`src/rtl/rx_fifo_irq.sv`:
```
module rx_fifo_irq #(
  parameter int DW    = 8,
  parameter int DEPTH = 256
) (
  input  logic          clk,
  input  logic          rst,
  input  logic          wr_en,
  input  logic [DW-1:0] wr_data,
  input  logic          rd_en,
  output logic [DW-1:0] rd_data,
  output logic          empty,
  output logic          half,
  output logic          full,
  input  logic [1:0]    irq_sel,
  output logic          irq,
  input  logic          irq_ack,
  output logic          ovf,
  input  logic          ovf_clr
);
  localparam int AW   = $clog2(DEPTH);
  localparam int CW   = AW + 1;
  localparam int HALF = DEPTH / 2;

  logic [DW-1:0] mem [DEPTH];
  logic [AW-1:0] wp, rp;
  logic [CW-1:0] cnt;
  logic          cond, cond_q;

  wire do_wr = wr_en & ~full;
  wire do_rd = rd_en & ~empty;
  wire rise  = cond & ~cond_q;

  assign empty = (cnt == '0);
  assign full  = (cnt == CW'(DEPTH));
  assign half  = (cnt >= CW'(HALF));

  always_comb begin
    case (irq_sel)
      2'd1:    cond = full;
      2'd2:    cond = ~empty;
      default: cond = half;
    endcase
  end

  always_ff @(posedge clk)
    if (do_wr) mem[wp] <= wr_data;

  always_ff @(posedge clk) begin
    if (rst) begin
      wp      <= '0;
      rp      <= '0;
      cnt     <= '0;
      rd_data <= '0;
      ovf     <= 1'b0;
      irq     <= 1'b0;
      cond_q  <= 1'b0;
    end else begin
      if (do_wr) wp <= (wp == AW'(DEPTH - 1)) ? '0 : wp + 1'b1;
      if (do_rd) begin
        rd_data <= mem[rp];
        rp      <= (rp == AW'(DEPTH - 1)) ? '0 : rp + 1'b1;
      end
      if (do_wr && !do_rd)      cnt <= cnt + 1'b1;
      else if (do_rd && !do_wr) cnt <= cnt - 1'b1;
      if (wr_en && full)        ovf <= 1'b1;
      else if (ovf_clr)         ovf <= 1'b0;
      irq    <= rise | (irq & ~irq_ack);
      cond_q <= cond;
    end
  end
endmodule


```
`config.mk`:
```
export PLATFORM = sky130hd
export DESIGN_NAME = rx_fifo_irq
export DESIGN_NICKNAME = d
export VERILOG_FILES = /design/src/rtl/rx_fifo_irq.sv
export SDC_FILE = /design/constraint.sdc
export NUM_CORES = 2
export LEC_CHECK = 0
export ABC_CLOCK_PERIOD_IN_PS = 5900
export BUFFER_PORTS_ARGS = -buffer_cell sky130_fd_sc_hd__buf_2
export CORE_UTILIZATION = 45
export DETAILED_ROUTE_END_ITERATION = 12
export PLACE_DENSITY = 0.7
export SYNTH_ARGS = -nofsm -noshare
export SYNTH_HDL_FRONTEND = slang
export SYNTH_SLANG_ARGS = --single-unit
export TNS_END_PERCENT = 30
```
`constraint.sdc`:
```
create_clock -name clk -period 5.9 [get_ports clk]
set_clock_uncertainty 0.2 [all_clocks]
set_input_delay 0.885 -clock clk [delete_from_list [all_inputs] [get_ports clk]]
set_output_delay 0.885 -clock clk [all_outputs]
set_load 0.02 [all_outputs]
```
==> out/results.tsv <==
metric	value	unit
top-count cell post-synth	edfxtp_1	
TritonCTS clock tree	yes	
Largest stage delay, worst path	0.63	ns
CTS Buf Count	197	
syn_nets	4000	
layout cells sized above 1	0.204	
Worst-Skew Late Latency	0.84	ns
Pwr per Cell Area	381	nW/um^2
critical path data arrival time	4.85	ns
Area Overhead vs Synth	10.7	%
drt initial violations	6032	
syn avg cell area	20.6	um^2
Total Routing Usage GR	0.229	
Critical Path Start	rp[3]	
vias post-DR	41511	
Setup crit start kind	flop	
vias in the first global route	40817	
worst hold path startpoint	wr_en	
post-synth top area cell	edfxtp_1	
Synth Area in Simple Gates	0.0307	
Post-CTS Hold Buffers	0	
DRC	0	
crit path time final	4.31	ns
adder-cell share of the synthesized area	0.00255	
Std-Cell Rows	155	
drt via density	6.31	
Ports	29	
Layout Nets	4097	
Seq/Total Area, Yosys	0.763	
crit path cell chain	nor2b_4, buf_4, nand2_2, o221ai_1, a21oi_1, nand2_1, o311ai_0, a311o_1, a311oi_1	
Die Height	428	um
largest family of logic cells by synthesized area	multiplexers	
Synth top area share	0.754	
peak supply drop	0.359	mV
non-filler cells, final	6581	
Max-Slew Margin vs Limit	0.0766	
Worst path slowest cell	nor2b_4	
Setup CP Type	flop to flop	
Critical Path RT	6.44	ns
FF+latch count, synth	2084	
setup TNS	0	ns
Placer Congestion	0.886	
port bufs	28	
final hold slack	0.0987	ns
largest net degree at the start of global routing	185	
worst slew pin tran	1.38	ns
Starting Density	0.455	
antenna viol nets, final	0	
Synth Area in XOR/XNOR	0.00193	
commonest register cell after synthesis	edfxtp_1	
final hold vios	0	
r2r setup slk	1.59	ns
CTS clk-pin slew, worst paths	0.06	ns
DRT Wirelength	210000	um
fmax	0.232	GHz
Compound-Gate Fraction of Synth Area	0.0310	
FFs w/ async S/R, synth	0	
antenna violations before repair	3	
gr ovfl total	0	
max cap viols	0	
unrepaired setup endpoints after global routing	false	
Final setup viols	0	
DP HPWL	127000	um
root buffer cell	clkbuf_16	
Max FO, Critical Path	23	
core area	179000	um^2
first-pass GRT wire length	300000	um
Syn. warnings	0	
status	complete, no violations	
synth top area cells	edfxtp_1, mux4_2, mux2i_1	
Post-CTS Setup Bufs	0	
post-CTS resize count	0	
Leak	27.4	nW
FF-to-FF Start	rp[3]	
Synth top cells by count	edfxtp_1, mux4_2, nor2_1	
dpl cells	6221	
critical path endpoint category	flop	
period utilisation layout	0.731	
mux contribution to synthesized area	0.151	
Die Span X	428	um
die area	183000	um^2
DR WL/cell	32.0	um
EDFF count, synth	2048	
Sinks on Clock Net	2084	
cells after synthesis	3968	
Synth cell types	69	
clock buffer depth	3	
H-tree level count	4	
worst hold path class	primary input to flop	
TritonRoute pass-1 iters	8	
max-slew violation count	0	
Netlist Area Pre-Place	81600	um^2
[cells in the final DEF (no fill, tap or decap), types with 10 or more instances in the layout]
cell type	netlist	layout
nor3_1	17	17
buf_12	4	17
a211oi_1	17	17
nand4_1	12	12
buf_2	55	20
o221ai_1	10	10
a31oi_1	16	16
clkbuf_16	0	198
a22oi_1	57	57
buf_4	34	87
o21ai_0	46	46
dfxtp_1	36	30
clkinv_1	3	50
nand2_1	135	135
edfxtp_1	2048	2048
nor2b_1	16	13
xor2_1	10	10
o22ai_1	24	24
ha_1	15	15
a21oi_1	74	74
bufinv_16	0	11
inv_1	17	16
mux4_1	27	27
clkinv_2	0	23
a22o_1	11	11
nor2_1	346	343
mux2i_1	147	147
a221oi_1	32	32
mux4_2	448	448
clkbuf_1	81	61
nand3_1	30	30
[per-stage QoR]
stage	setup slack [ns]	utilization	power [W]	cell area, um^2
3_3_place_gp	1.66	0.470	0.0226	84300
4_1_cts	1.69	0.504	0.0345	90300
2_1_floorplan	2.26	-	0.0210	81600
3_5_place_dp	1.60	0.470	0.0226	84300
5_1_grt	1.37	0.504	0.0353	90300
6_report	1.59	0.504	0.0344	90300
[registers in the layout (all words and copies together), names as in the netlist]
register  flops
rd_data       8
cond_q        1
rp            8
ovf           1
irq           1
cnt           9
mem        2048
wp            8
[logic make-up after synthesis]
kind of cell	Yosys count
mux	630
flops	2084
simple gates	600
xor+xnor	18
fa+ha+maj	16
compound gates	365
buf+inv	255
[path summary, 6_finish.rpt]
kind,to,cells past startpoint
hold reg to reg,irq,2
setup / recovery,rd_data[5],9
hold / removal,ovf,3
setup reg to reg,rd_data[5],9
[layout make-up]
cell class,instances,area (um^2)
antenna,3,7.51
fill,13952,88900
multi-input combinational,1629,17800
timing repair buffer,132,1200
tap,2355,2950
inverter,21,82.6
sequential,2084,62200
clock inverter,98,883
clock buffer,259,5180
[power by group]
group | total [W] | internal [W] | switching [W]
Combinational | 0.00582 | 0.00261 | 0.00322
Clock | 0.0121 | 0.00668 | 0.00543
Sequential | 0.0165 | 0.0163 | 0.000165
[critical path: cells and delay by family, from the launching register on]
family / cells / cell delay (ns)
DFF: 1 / 0.60
buffers and inverters: 1 / 0.56
AOI/OAI and AO/OA: 5 / 1.57
and+or+nand+nor: 3 / 1.27
[metal layers]
layer  global-route usage  part of all wire
met1                0.320              0.38
met2                0.341              0.45
met3               0.0638              0.12
met4               0.0886             0.041
met5                    0           0.00049
No activity file was read; power rests on OpenSTA's default activity.
